### src/rtl/rot_pkg.sv
package rot_pkg;
  localparam int MIN_SHIFT = 4;
  localparam int MAX_SHIFT = 14;
  localparam int N_BASE    = 6;
  localparam int N_ONCE    = MAX_SHIFT - MIN_SHIFT;
  localparam int ENW       = N_BASE + N_ONCE;
  localparam int N_STAGE   = 12;
  localparam int FIRST_PAIR = 8;

  function automatic int stage_shift_a(input int s);
    if (s < N_BASE)          return MIN_SHIFT;
    else if (s < FIRST_PAIR) return MIN_SHIFT + 1 + (s - N_BASE);
    else                     return 7 + 2 * (s - FIRST_PAIR);
  endfunction

  function automatic bit stage_dual(input int s);
    return s >= FIRST_PAIR;
  endfunction

  function automatic int stage_shift_b(input int s);
    return stage_dual(s) ? stage_shift_a(s) + 1 : stage_shift_a(s);
  endfunction

  function automatic int en_slot(input int s, input int shift);
    if (shift == MIN_SHIFT) return s;
    else                    return shift + 1;
  endfunction
endpackage

### src/rtl/rot_section.sv
module rot_section #(
  parameter int W     = 16,
  parameter int SHIFT = 4
) (
  input  logic                en,
  input  logic signed [W-1:0] x_i,
  input  logic signed [W-1:0] y_i,
  output logic signed [W-1:0] x_o,
  output logic signed [W-1:0] y_o
);
  localparam int SQ_SHIFT = 2 * SHIFT + 1;
  logic signed [W-1:0] xr, yr;

  generate
    if (SHIFT < W / 2) begin : g_full
      always_comb begin
        xr = x_i - (x_i >>> SQ_SHIFT) + (y_i >>> SHIFT);
        yr = y_i - (y_i >>> SQ_SHIFT) - (x_i >>> SHIFT);
      end
    end else begin : g_lean
      always_comb begin
        xr = x_i + (y_i >>> SHIFT);
        yr = y_i - (x_i >>> SHIFT);
      end
    end
  endgenerate

  assign x_o = en ? xr : x_i;
  assign y_o = en ? yr : y_i;
endmodule

### src/rtl/rot_stage.sv
module rot_stage #(
  parameter int W    = 16,
  parameter int TW   = 2,
  parameter int ENW  = 16,
  parameter int SA   = 4,
  parameter int SB   = 4,
  parameter bit DUAL = 1'b0,
  parameter int EA   = 0,
  parameter int EB   = 0
) (
  input  logic                clk,
  input  logic                rst_n,
  input  logic                adv,
  input  logic                v_i,
  input  logic signed [W-1:0] x_i,
  input  logic signed [W-1:0] y_i,
  input  logic [TW-1:0]       quad_i,
  input  logic [TW-1:0]       dom_i,
  input  logic [ENW-1:0]      ena_i,
  output logic                v_o,
  output logic signed [W-1:0] x_o,
  output logic signed [W-1:0] y_o,
  output logic [TW-1:0]       quad_o,
  output logic [TW-1:0]       dom_o,
  output logic [ENW-1:0]      ena_o
);
  logic signed [W-1:0] xa, ya, xb, yb;
  logic [ENW-1:0] ena_left;

  rot_section #(.W(W), .SHIFT(SA)) u_sec_a (
    .en(ena_i[EA]), .x_i(x_i), .y_i(y_i), .x_o(xa), .y_o(ya)
  );

  generate
    if (DUAL) begin : g_pair
      rot_section #(.W(W), .SHIFT(SB)) u_sec_b (
        .en(ena_i[EB]), .x_i(xa), .y_i(ya), .x_o(xb), .y_o(yb)
      );
    end else begin : g_single
      assign xb = xa;
      assign yb = ya;
    end
  endgenerate

  always_comb begin
    ena_left     = ena_i;
    ena_left[EA] = 1'b0;
    ena_left[EB] = 1'b0;
  end

  always_ff @(posedge clk or negedge rst_n) begin
    if (!rst_n) begin
      v_o    <= 1'b0;
      x_o    <= '0;
      y_o    <= '0;
      quad_o <= '0;
      dom_o  <= '0;
      ena_o  <= '0;
    end else if (adv) begin
      v_o <= v_i;
      if (v_i) begin
        x_o    <= xb;
        y_o    <= yb;
        quad_o <= quad_i;
        dom_o  <= dom_i;
        ena_o  <= ena_left;
      end
    end
  end

  // valid moves one stage per advance
  a_r1_valid_follow: assert property (@(posedge clk) disable iff (!rst_n)
    adv |=> v_o == $past(v_i));

  // a stalled stage keeps its contents
  a_r2_stall_hold: assert property (@(posedge clk) disable iff (!rst_n)
    !adv |=> $stable(v_o) && $stable(x_o) && $stable(y_o));

  // bypassed sections leave the vector untouched
  a_r3_bypass_exact: assert property (@(posedge clk) disable iff (!rst_n)
    (adv && v_i && !ena_i[EA] && !ena_i[EB]) |=>
      (x_o == $past(x_i)) && (y_o == $past(y_i)));

  // tags travel with their vector
  a_r8_tag_follow: assert property (@(posedge clk) disable iff (!rst_n)
    (adv && v_i) |=> (quad_o == $past(quad_i)) && (dom_o == $past(dom_i)));
endmodule

### src/rtl/rot_pipe.sv
module rot_pipe #(
  parameter int W  = 16,
  parameter int AW = 13,
  parameter int TW = 2
) (
  input  logic                clk,
  input  logic                rst_n,
  input  logic                in_valid,
  output logic                in_ready,
  input  logic signed [W-1:0] in_x,
  input  logic signed [W-1:0] in_y,
  input  logic [AW-1:0]       in_angle,
  input  logic [TW-1:0]       in_quad,
  input  logic [TW-1:0]       in_dom,
  output logic                out_valid,
  input  logic                out_ready,
  output logic signed [W-1:0] out_x,
  output logic signed [W-1:0] out_y,
  output logic [TW-1:0]       out_quad,
  output logic [TW-1:0]       out_dom
);
  import rot_pkg::*;

  localparam int NS       = N_STAGE;
  localparam int ONCE_TOP = AW - 4;

  logic                adv;
  logic [ENW-1:0]      ena_in;
  logic [2:0]          base_cnt;

  logic                v_s    [0:NS];
  logic signed [W-1:0] x_s    [0:NS];
  logic signed [W-1:0] y_s    [0:NS];
  logic [TW-1:0]       quad_s [0:NS];
  logic [TW-1:0]       dom_s  [0:NS];
  logic [ENW-1:0]      ena_s  [0:NS];

  assign adv      = !out_valid || out_ready;
  assign in_ready = adv;

  // weighted count of base sections from the three top angle bits
  assign base_cnt = {in_angle[AW-1], 2'b00} + {1'b0, in_angle[AW-2], 1'b0}
                  + {2'b00, in_angle[AW-3]};

  always_comb begin
    ena_in = '0;
    for (int j = 0; j < N_BASE; j++)
      ena_in[j] = (3'(j) < base_cnt);
    // bit k drives the section of index MAX_SHIFT-k
    for (int k = 0; k <= ONCE_TOP; k++)
      ena_in[MAX_SHIFT - k + 1] = in_angle[k];
  end

  assign v_s[0]    = in_valid;
  assign x_s[0]    = in_x;
  assign y_s[0]    = in_y;
  assign quad_s[0] = in_quad;
  assign dom_s[0]  = in_dom;
  assign ena_s[0]  = ena_in;

  generate
    for (genvar s = 0; s < NS; s++) begin : g_stage
      localparam int SA = stage_shift_a(s);
      localparam int SB = stage_shift_b(s);
      rot_stage #(
        .W(W), .TW(TW), .ENW(ENW),
        .SA(SA), .SB(SB), .DUAL(stage_dual(s)),
        .EA(en_slot(s, SA)), .EB(en_slot(s, SB))
      ) u_stage (
        .clk(clk), .rst_n(rst_n), .adv(adv),
        .v_i(v_s[s]), .x_i(x_s[s]), .y_i(y_s[s]),
        .quad_i(quad_s[s]), .dom_i(dom_s[s]), .ena_i(ena_s[s]),
        .v_o(v_s[s+1]), .x_o(x_s[s+1]), .y_o(y_s[s+1]),
        .quad_o(quad_s[s+1]), .dom_o(dom_s[s+1]), .ena_o(ena_s[s+1])
      );
    end
  endgenerate

  assign out_valid = v_s[NS];
  assign out_x     = x_s[NS];
  assign out_y     = y_s[NS];
  assign out_quad  = quad_s[NS];
  assign out_dom   = dom_s[NS];

  // a held output does not change
  a_r2_out_hold: assert property (@(posedge clk) disable iff (!rst_n)
    (out_valid && !out_ready) |=> out_valid && $stable(out_x) && $stable(out_y)
      && $stable(out_quad) && $stable(out_dom));

  // every enable met its section exactly once on the way through
  a_r3_enables_spent: assert property (@(posedge clk) disable iff (!rst_n)
    out_valid |-> ena_s[NS] == '0);

  // caller rule on the three weighted bits
  a_r4_angle_legal: assert property (@(posedge clk) disable iff (!rst_n)
    in_valid |-> !(&in_angle[AW-1:AW-3]));

  // nothing leaves in the first cycle out of reset
  a_r9_reset_empty: assert property (@(posedge clk) disable iff (!rst_n)
    $rose(rst_n) |-> !out_valid);
endmodule

### config.mk
export PLATFORM = sky130hd
export DESIGN_NAME = rot_pipe
export DESIGN_NICKNAME = d
export VERILOG_FILES = /design/src/rtl/rot_pkg.sv /design/src/rtl/rot_section.sv /design/src/rtl/rot_stage.sv /design/src/rtl/rot_pipe.sv
export SDC_FILE = /design/constraint.sdc
export NUM_CORES = 2
export LEC_CHECK = 0
export BUFFER_PORTS_ARGS = -buffer_cell sky130_fd_sc_hd__buf_2
export CAP_MARGIN = 20
export CELL_PAD_IN_SITES_DETAIL_PLACEMENT = 1
export CELL_PAD_IN_SITES_GLOBAL_PLACEMENT = 1
export CORE_ASPECT_RATIO = 1.2
export CORE_UTILIZATION = 45
export DETAILED_ROUTE_END_ITERATION = 8
export HOLD_SLACK_MARGIN = 0.03
export PLACE_DENSITY = 0.69
export SYNTH_ARGS = -nofsm -noshare
export SYNTH_HDL_FRONTEND = slang
export SYNTH_HIERARCHICAL = 1
export SYNTH_SLANG_ARGS = --single-unit
export TNS_END_PERCENT = 100
### constraint.sdc
create_clock -name clk -period 9.5 [get_ports clk]
set_input_delay 0.95 -clock clk [delete_from_list [all_inputs] [get_ports clk]]
set_output_delay 0.95 -clock clk [all_outputs]
set_load 0.01 [all_outputs]
==> run_results.csv <==
group,metric,value,unit
logic_synthesis,netlist_area,59890,µm²
routing,vias_per_cell,5.690,
global_route,grt_max_degree,144,
worst_setup_path,cp_max_fo,17,
place,dpl_cell_area,61480,µm²
global_route,grt_pass1_wl,270900,µm
clocking,cts_setup_buffers,0,
logic_synthesis,syn_inst,6131,
floorplan,dieArea,134600,µm²
floorplan,die_w,335.0,µm
worst_setup_path,cpPeakStageDelay,0.48,ns
floorplan,placement_rows,146,
sta,final_hold_viol_count,0,
sta,period_needed,5.627,ns
clocking,clock_sinks,548,
worst_setup_path,cp_cell_sequence,"inv_1 > buf_4 > fa_1 > inv_1 > ha_1 > a21o_1 > a31oi_1 > or3b_1 > o211ai_1 > xnor2_1 > a21oi_1 > inv_1 > ha_1 > a21oi_1 > nand2_1 > a221oi_2 > o21ai_0 > a311o_1 > mux2_4",
layout,fin_nets,6976,
floorplan,io_pins,91,
worst_setup_path,worstPathArrival,6.17,ns
global_route,grt_overflow,0,
worst_setup_path,required,10.05,ns
clocking,cts_htree_levels,3,
clocking,hold_buffers,0,
clocking,clock_path_buffers,3,
worst_setup_path,cp-start-kind,"flop",
run,cap_violations,0,
layout,drive_gt1_frac,0.1764,
global_route,use_met2,0.4538,
clocking,cts_tree,"done",
place,portBuffers,90,
sta,slew_headroom,0.2600,
layout,design_area,63900,µm²
global_route,met3_usage,0.01874,
place,place.gp.congestion,0.8924,
worst_setup_path,worst_path_most_repeated_cell,"inv_1",
sta,setup_viol,0,
logic_synthesis,yosys_warnings,6,
clocking,cts_buffers,70,
place,hpwl,133300,µm
logic_synthesis,synth_area_per_cell,9.769,µm²
routing,wire_per_inst,21.17,µm
worst_setup_path,cp-end-kind,"flop",
sta,rsz0062_at_grt,"false",
global_route,gr-usage-all-layers,0.2515,
sta,finalCritPeriodShare,0.5924,
floorplan,start_util,0.4535,
routing,first_pass_iters,5,
sta,max_freq,177.7,MHz
clocking,clock-root-buffer,"clkbuf_16",
clocking,clock_latency,0.67,ns
routing,routed_wl,168300,µm
worst_setup_path,worstSetupPathType,"reg2reg",
routing,postRouteAntennaNets,0,
routing,num_vias,45250,
sta,slew_viol_final,0,
worst_setup_path,cpMaxStageDelayCell,"fa_1",
sta,finClkSkew,0.02773,ns
global_route,grt_use_met1,0.3074,
place,post-place-ws,3.871,ns
layout,syn_to_final_growth,6.695,%
clocking,cts-resized-gates,0,
global_route,first_global_vias,48870,
global_route,grt.busiest_layer,"met2",
logic_synthesis,synth_fp_nets,6984,
sta,timing.setup.tns,0,ns
global_route,antenna_found_initial,2,
hold_path,hp-class,"in2async",
sta,setup_ws,3.873,ns
sta,worstMarginPinSlew,1.096,ns
clocking,clk_pin_slew,0.07,ns
floorplan,fp.dieH,401.6,µm
floorplan,core,132100,µm²
routing,drc,0,
outcome,status,"complete, no violations",
layout,fin_util,0.4838,
routing,drt_iter0_markers,1805,
critical path: cells and delay by family (launching register included):
family	cells	cell delay, ns
xor gates and xnor gates	1	0.15
and+or+nand+nor	2	0.28
AOI/OAI and AO/OA	8	2.13
adders and majority gates	3	1.23
DFF	1	0.43
muxes	1	0.26
buffers and inverters	4	1.03
flip-flops by register name, indices dropped and copies added, names as in the netlist:
name	cells
g_stage.u_stage/x_o	192
g_stage.u_stage/y_o	192
g_stage.u_stage/ena_o	104
g_stage.u_stage/dom_o	24
g_stage.u_stage/quad_o	24
g_stage.u_stage/v_o	12
final cells by class:
cell class	count	area, µm²
flip-flops and latches	548	13720
repair buffers	124	748.2
well taps	1776	2222
fillers	14960	68170
multi-input cells	4654	42080
clock buffers	95	1986
inverters	725	2721
diodes	1	2.502
clock inverters	29	419.2
layer usage:
| metal | wire length, µm | vias up |
|---|---|---|
| li1 | - | 21690 |
| met1 | 71760 | 22780 |
| met2 | 86460 | 498 |
| met3 | 3422 | 276 |
| met4 | 6689 | 0 |
| met5 | 0 | - |
stage by stage:
| step | std cells | hold WS (ns) |
|---|---|---|
| 4_1_cts | 7950 | 0.3977 |
| 2_1_floorplan | 6131 | 0.4759 |
| 6_report | 7952 | 0.3775 |
| 3_5_place_dp | 7826 | 0.4919 |
| 5_1_grt | 7951 | 0.4508 |
| 3_3_place_gp | 7826 | 0.4912 |
layout by cell type (no fill, tap or decap), types with 101 or more instances in the layout:
cell type  count
xnor2_1      236
mux2_4       518
o21ai_0      288
nand2_1      380
mux2_2       179
xor2_1       125
fa_1         284
inv_1        720
ha_1         516
a21o_1       134
dfrtp_1      542
mux2i_1      101
a21oi_1      419
nor2_1       292
final timing paths:
check,end,slack [ns],cells after the start,startpoint
max,g_stage[8].u_stage/y_o[13],3.87,19,g_stage[7].u_stage/y_o[15]
min,g_stage[6].u_stage/y_o[8],0.38,1,rst_n
max reg2reg,g_stage[8].u_stage/y_o[13],3.87,19,g_stage[7].u_stage/y_o[15]
min reg2reg,g_stage[4].u_stage/x_o[3],0.51,1,g_stage[4].u_stage/x_o[3]
max in group asynchronous,g_stage[0].u_stage/x_o[2],7.03,3,rst_n
min in group clk,g_stage[4].u_stage/x_o[3],0.51,1,g_stage[4].u_stage/x_o[3]
Power is not shown: default switching activity piles up to over one toggle a cycle in this logic, so the estimate is an artifact.
